<file path="config.mk">
export PLATFORM = sky130hd
export DESIGN_NAME = isq_entry_seq
export DESIGN_NICKNAME = d
export VERILOG_FILES = /design/src/rtl/isq_pkg.sv /design/src/rtl/isq_prio.sv /design/src/rtl/isq_vecaddr.sv /design/src/rtl/isq_entry_seq.sv
export SDC_FILE = /design/constraint.sdc
export NUM_CORES = 1
export LEC_CHECK = 0
export BUFFER_PORTS_ARGS = -buffer_cell sky130_fd_sc_hd__buf_2
export CAP_MARGIN = 20
export CORE_ASPECT_RATIO = 1.1
export CORE_MARGIN = 10
export CORE_UTILIZATION = 30
export DETAILED_ROUTE_END_ITERATION = 10
export MAX_ROUTING_LAYER = met4
export SETUP_SLACK_MARGIN = 0.1
export SLEW_MARGIN = 20
export SYNTH_ARGS = -nofsm -noshare
export SYNTH_HDL_FRONTEND = slang
export SYNTH_SLANG_ARGS = --single-unit
</file>
<file path="constraint.sdc">
create_clock -name clk -period 4.3 [get_ports clk]
set_clock_uncertainty 0.1 [all_clocks]
set_input_delay 0.43 -clock clk [delete_from_list [all_inputs] [get_ports clk]]
set_output_delay 0.43 -clock clk [all_outputs]
set_load 0.01 [all_outputs]
</file>
<file path="src/rtl/isq_pkg.sv">
package isq_pkg;
    typedef enum logic [3:0] {
        ST_IDLE,
        ST_OP0,
        ST_OP1,
        ST_PCH,
        ST_PCL,
        ST_PSW,
        ST_VLO,
        ST_VHI,
        ST_LOAD
    } isq_state_e;

    localparam logic [7:0]  STACK_PAGE = 8'h01;
    localparam logic [15:0] VEC_TOP    = 16'hFFFE;
    localparam logic [15:0] VEC_BRK    = 16'hFFE0;
endpackage

</file>
<file path="src/rtl/isq_prio.sv">
module isq_prio #(
    parameter int N_SRC = 8,
    localparam int IW = (N_SRC > 1) ? $clog2(N_SRC) : 1
) (
    input  logic [N_SRC-1:0] req,
    output logic             hit,
    output logic [IW-1:0]    idx
);
    always_comb begin
        hit = |req;
        idx = '0;
        for (int i = N_SRC - 1; i >= 0; i--) begin
            if (req[i]) begin
                idx = IW'(i);
            end
        end
    end
endmodule

</file>
<file path="src/rtl/isq_vecaddr.sv">
module isq_vecaddr
    import isq_pkg::*;
#(
    parameter int N_SRC = 8,
    localparam int IW = (N_SRC > 1) ? $clog2(N_SRC) : 1
) (
    input  logic [IW-1:0] idx,
    input  logic          brk,
    input  logic          hi,
    output logic [15:0]   addr
);
    logic [15:0] base;

    always_comb begin
        base = brk ? VEC_BRK : (VEC_TOP - 16'({idx, 1'b0}));
        addr = base + {15'd0, hi};
    end
endmodule

</file>
<file path="src/rtl/isq_entry_seq.sv">
module isq_entry_seq
    import isq_pkg::*;
#(
    parameter int N_SRC = 8,
    parameter int I_BIT = 2,
    parameter int B_BIT = 4,
    localparam int IW = (N_SRC > 1) ? $clog2(N_SRC) : 1
) (
    input  logic             clk,
    input  logic             rst_n,
    input  logic             insn_boundary,
    input  logic             brk_req,
    input  logic [N_SRC-1:0] irq_pend,
    input  logic [N_SRC-1:0] irq_en,
    input  logic [7:0]       psw_in,
    input  logic [7:0]       sp_in,
    input  logic [15:0]      pc_in,
    input  logic [7:0]       mem_rdata,
    output logic [15:0]      mem_addr,
    output logic [7:0]       mem_wdata,
    output logic             mem_wr,
    output logic             mem_rd,
    output logic             busy,
    output logic             done,
    output logic [N_SRC-1:0] irq_clr,
    output logic [15:0]      new_pc,
    output logic [7:0]       new_sp,
    output logic [7:0]       new_psw
);
    typedef struct packed {
        isq_state_e       st;
        logic             brk;
        logic [IW-1:0]    src;
        logic [7:0]       sp;
        logic [15:0]      pc;
        logic [7:0]       psw;
        logic [7:0]       vlo;
        logic [7:0]       vhi;
        logic [N_SRC-1:0] ie;
    } seq_t;

    seq_t r_d, r_q;

    logic          hw_hit;
    logic [IW-1:0] hw_idx;
    logic [15:0]   vec_addr;
    logic          clr_en;

    isq_prio #(.N_SRC(N_SRC)) u_prio (
        .req (irq_pend & r_q.ie),
        .hit (hw_hit),
        .idx (hw_idx)
    );

    isq_vecaddr #(.N_SRC(N_SRC)) u_vec (
        .idx  (r_q.src),
        .brk  (r_q.brk),
        .hi   (r_q.st == ST_VHI),
        .addr (vec_addr)
    );

    // next-state
    always_comb begin
        r_d = r_q;
        unique case (r_q.st)
            ST_IDLE: begin
                if (insn_boundary) begin
                    r_d.ie = irq_en;
                    if (brk_req || (psw_in[I_BIT] && hw_hit)) begin
                        r_d.st  = ST_OP0;
                        r_d.brk = brk_req;
                        r_d.src = hw_idx;
                        r_d.sp  = sp_in;
                        r_d.pc  = pc_in;
                        r_d.psw = psw_in;
                    end
                end
            end
            ST_OP0: r_d.st = ST_OP1;
            ST_OP1: r_d.st = ST_PCH;
            ST_PCH: r_d.st = ST_PCL;
            ST_PCL: r_d.st = ST_PSW;
            ST_PSW: r_d.st = ST_VLO;
            ST_VLO: begin
                r_d.vlo = mem_rdata;
                r_d.st  = ST_VHI;
            end
            ST_VHI: begin
                r_d.vhi = mem_rdata;
                r_d.st  = ST_LOAD;
            end
            ST_LOAD: r_d.st = ST_IDLE;
            default: r_d.st = ST_IDLE;
        endcase
    end

    always_ff @(posedge clk or negedge rst_n) begin
        if (!rst_n) begin
            r_q <= '0;
        end else begin
            r_q <= r_d;
        end
    end

    // bus and result outputs
    always_comb begin
        mem_addr  = '0;
        mem_wdata = '0;
        mem_wr    = 1'b0;
        mem_rd    = 1'b0;
        unique case (r_q.st)
            ST_PCH: begin
                mem_wr    = 1'b1;
                mem_addr  = {STACK_PAGE, r_q.sp};
                mem_wdata = r_q.pc[15:8];
            end
            ST_PCL: begin
                mem_wr    = 1'b1;
                mem_addr  = {STACK_PAGE, r_q.sp - 8'd1};
                mem_wdata = r_q.pc[7:0];
            end
            ST_PSW: begin
                mem_wr    = 1'b1;
                mem_addr  = {STACK_PAGE, r_q.sp - 8'd2};
                mem_wdata = r_q.psw;
            end
            ST_VLO, ST_VHI: begin
                mem_rd   = 1'b1;
                mem_addr = vec_addr;
            end
            default: ;
        endcase
    end

    assign busy   = (r_q.st != ST_IDLE);
    assign done   = (r_q.st == ST_LOAD);
    assign clr_en = (r_q.st == ST_VLO) && !r_q.brk;
    assign new_pc = {r_q.vhi, r_q.vlo};
    assign new_sp = r_q.sp - 8'd3;

    always_comb begin
        new_psw        = r_q.psw;
        new_psw[I_BIT] = 1'b0;
        if (r_q.brk) begin
            new_psw[B_BIT] = 1'b1;
        end
    end

    for (genvar g = 0; g < N_SRC; g++) begin : g_clr
        assign irq_clr[g] = clr_en && (r_q.src == IW'(g));
    end
endmodule

</file>
==> results.json <==
{
  "placed_area_sq_um": 4180,
  "maximum_number_of_pins_on_one_net_before_global_route_repair": 44,
  "post_synth.cell_area_avg_sq_um": 11.6,
  "first_pass_iters": 4,
  "max_cap_violations": 0,
  "layoutNonFillerInstCount": 571,
  "grt_antenna_before_repair": 0,
  "worst_r2r_startpoint": "r_q[60]",
  "track_usage_pct": 12.0,
  "multiInputGateArea_sq_um": 1690,
  "status": "finished, violations left",
  "hold_viol": 6,
  "footprint_of_the_flip_flops_and_latches_sq_um": 1600,
  "switching_power_mw": 1.43,
  "min-delay-path-class": "primary input to asynchronous set/reset pin",
  "post-place-cells": 555,
  "crit-reg2reg-capture": "r_q[39]",
  "power.share.combinational_pct": 46.9,
  "place_worst_setup_slack_ps": 1550,
  "rsz0062_at_grt": "false",
  "seq_area_frac_synth_pct": 43.9,
  "max_slew_margin_pct": 33.4,
  "max_freq_ghz": 0.338,
  "finalWorstSetupSlack_ps": 1340,
  "worst-endpoint-required_ps": 3770,
  "final_routed_wirelength_across_all_metal_layers_um": 9890,
  "worst_skew_pair.late_latency_ps": 320,
  "worst_setup_path_end_kind": "output port",
  "synth_seq_cells": 64,
  "setup_total_negative_slack_ps": 0,
  "cts_setup_buffers": 0,
  "synthDominantAreaCellType": "dfrtp_1",
  "crit_fanout": 28,
  "fill_cells": 1229,
  "die_h_um": 136,
  "total_die_area_sq_um": 17000,
  "asyncSetResetFlopFracSynth_pct": 100,
  "violations": "negative hold slack",
  "row_count": 42,
  "power.clock.fraction_pct": 19.9,
  "worst_r2r_path_depth": 5,
  "synthesis.yosys.warnings": 0,
  "tritoncts": "done",
  "synth_cell_type_count": 53,
  "worst_margin_pin_slew_ps": 1000,
  "most_instantiated_flip_flop_cell_in_the_synthesis_netlist": "dfrtp_1",
  "hold_ws_ps": -3.97,
  "vdd_ir_drop_max_uv": 260,
  "arrival_ps": 2430,
  "switching_share_pct": 38.9,
  "gp_congestion": 0.760,
  "grt_overflow": 0,
  "wl_per_cell_um": 17.3,
  "fin_nets": 477,
  "clock_root_buffer": "clkbuf_16",
  "setup.worst_path.start_class": "flip-flop",
  "starting_density_of_the_core_pct": 30.5,
  "grt_pass1_wl_um": 15900,
  "routed_via_density": 4.71,
  "synthTopCellsByCount": "64 x dfrtp_1, 29 x buf_4, 29 x mux2_2, 27 x mux2_4, 23 x nand2_1",
  "detail_route.iter0.violations": 83,
  "worst-setup-path-type": "flip-flop to output port",
  "power_leakage_nw": 2.24,
  "grt_pass1_vias": 2985,
  "period_utilization_pct": 68.9,
  "antenna_cells": 0,
  "syn_area_sq_um": 3650,
  "netlist.area_leader.share_pct": 43.9,
  "detail_route.drc_violations": 0,
  "cts_max_level": 3,
  "i_o_buffers": 126,
  "area_delta_synth_final_pct": 22.7,
  "drive_gt1_share_pct": 51.8,
  "postSynthNetCount": 379,
  "place.detailed.hpwl_um": 7640,
  "synth_enable_flop_cells": 0,
  "io_pins": 128,
  "routed-via-count": 2689,
  "netlist_top_cells_area": "dfrtp_1 44%, mux2_4 11%, mux2_2 8.9%",
  "post_layout_inst_area_sq_um": 4480,
  "cts_made_buffers": 9,
  "post_cts_hold_buffer_count": 0,
  "synthMostInstantiatedCell": "dfrtp_1",
  "ctsLongestPathBuffers": 2,
  "clk_transition_reported_paths_ps": 50,
  "numClockSinks": 64,
  "timing.reg2reg.setup_slack_ps": 1560,
  "placeableCoreArea_sq_um": 12000,
  "p_int_mw": 2.26,
  "cts-resized-gates": 0,
  "min_period_ps": 2960,
  "netlist_instances": 314,
  "drtAntennaViolNets": 0,
  "drv_slew": 0,
  "power.density_nw_per_um2": 824,
  "seq_power_share_pct": 33.2,
  "die-width_um": 125,
  "setup_viol": 0
}
placed cells by master, fill, tap and decap left out, types with 2 or more instances in the layout:
cell type	instances
nand3b_1	2
nor2_1	13
buf_4	4
clkbuf_16	9
mux2i_1	9
nand2_1	23
o211ai_1	2
or3_1	6
a32o_1	2
inv_1	11
buf_2	125
nor2_2	2
clkinv_2	2
a21oi_1	5
o21ai_0	21
xor2_1	3
a31oi_1	3
xnor2_1	5
nand2b_1	2
mux2_4	27
or2_2	2
a22oi_2	4
nor3_1	2
nor4_1	3
ha_1	5
a211oi_1	2
mux2_2	29
and3_2	2
dfrtp_1	64
power groups by stage:
stage                     Sequential [mW]  Combinational (mW)  Clock [mW]
after CTS                            1.23                1.77       0.756
after floorplan                      1.08                1.46           0
after global placement               1.22                1.74           0
after detailed placement             1.24                1.76           0
after global routing                 1.28                1.91       0.788
final                                1.23                1.73       0.733
cells by family after synthesis:
group | after synthesis | synth area share, %
DFF | 64 | 43.9
and+or+nand+nor | 65 | 9.42
buffers and inverters | 53 | 9.87
other | 1 | 0.103
adders and majority gates | 6 | 1.99
muxes | 65 | 22.5
xor gates and xnor gates | 8 | 1.92
AOI/OAI and AO/OA | 52 | 10.3
through the flow:
| step | util, % | total power [mW] |
|---|---|---|
| CTS | 37.4 | 3.75 |
| global route | 37.4 | 3.98 |
| floorplan | - | 2.54 |
| detailed placement | 34.9 | 3.00 |
| global placement | 34.9 | 2.96 |
| finish | 37.4 | 3.69 |
registers in the layout, summed over array words and instances, names as in the netlist:
signal	cells
new_pc	16
r_q	42
new_psw	6
worst max-delay path, cell delays in order (launching register included):
cell and delay, ps:
dfrtp_1 1000, nand3b_1 270, nand2_1 110, o41a_1 370, o21ai_0 180, buf_2 170
area by class of cell:
| cell class | count | share of cell area, % |
|---|---|---|
| Clock buffer | 11 | 5.42 |
| Clock inverter | 5 | 1.26 |
| Inverter | 11 | 0.922 |
| Multi-Input combinational cell | 197 | 37.7 |
| Sequential cell | 64 | 35.8 |
| Tap cell | 154 | 4.30 |
| Timing Repair Buffer | 129 | 14.6 |
how the worst max path moves through the flow:
stage | end | depth (start not counted) | slack (ps) | from
6_report | mem_addr[7] | 5 | 1340 | r_q[60]
5_1_grt | mem_addr[7] | 5 | 1150 | r_q[60]
4_1_cts | mem_addr[7] | 5 | 1290 | r_q[60]
3_5_place_dp | r_q[41] | 5 | 1550 | r_q[60]
3_3_place_gp | r_q[39] | 5 | 1640 | r_q[60]
2_1_floorplan | mem_addr[7] | 7 | 2020 | r_q[50]
routing by layer:
layer	share of wire (%)	global-route usage, %
met1	46	14.6
met2	47	18.7
met3	5.5	3.60
met4	1.2	3.71
met5	0	-
Note: power is estimated with default switching activity, not from simulation.
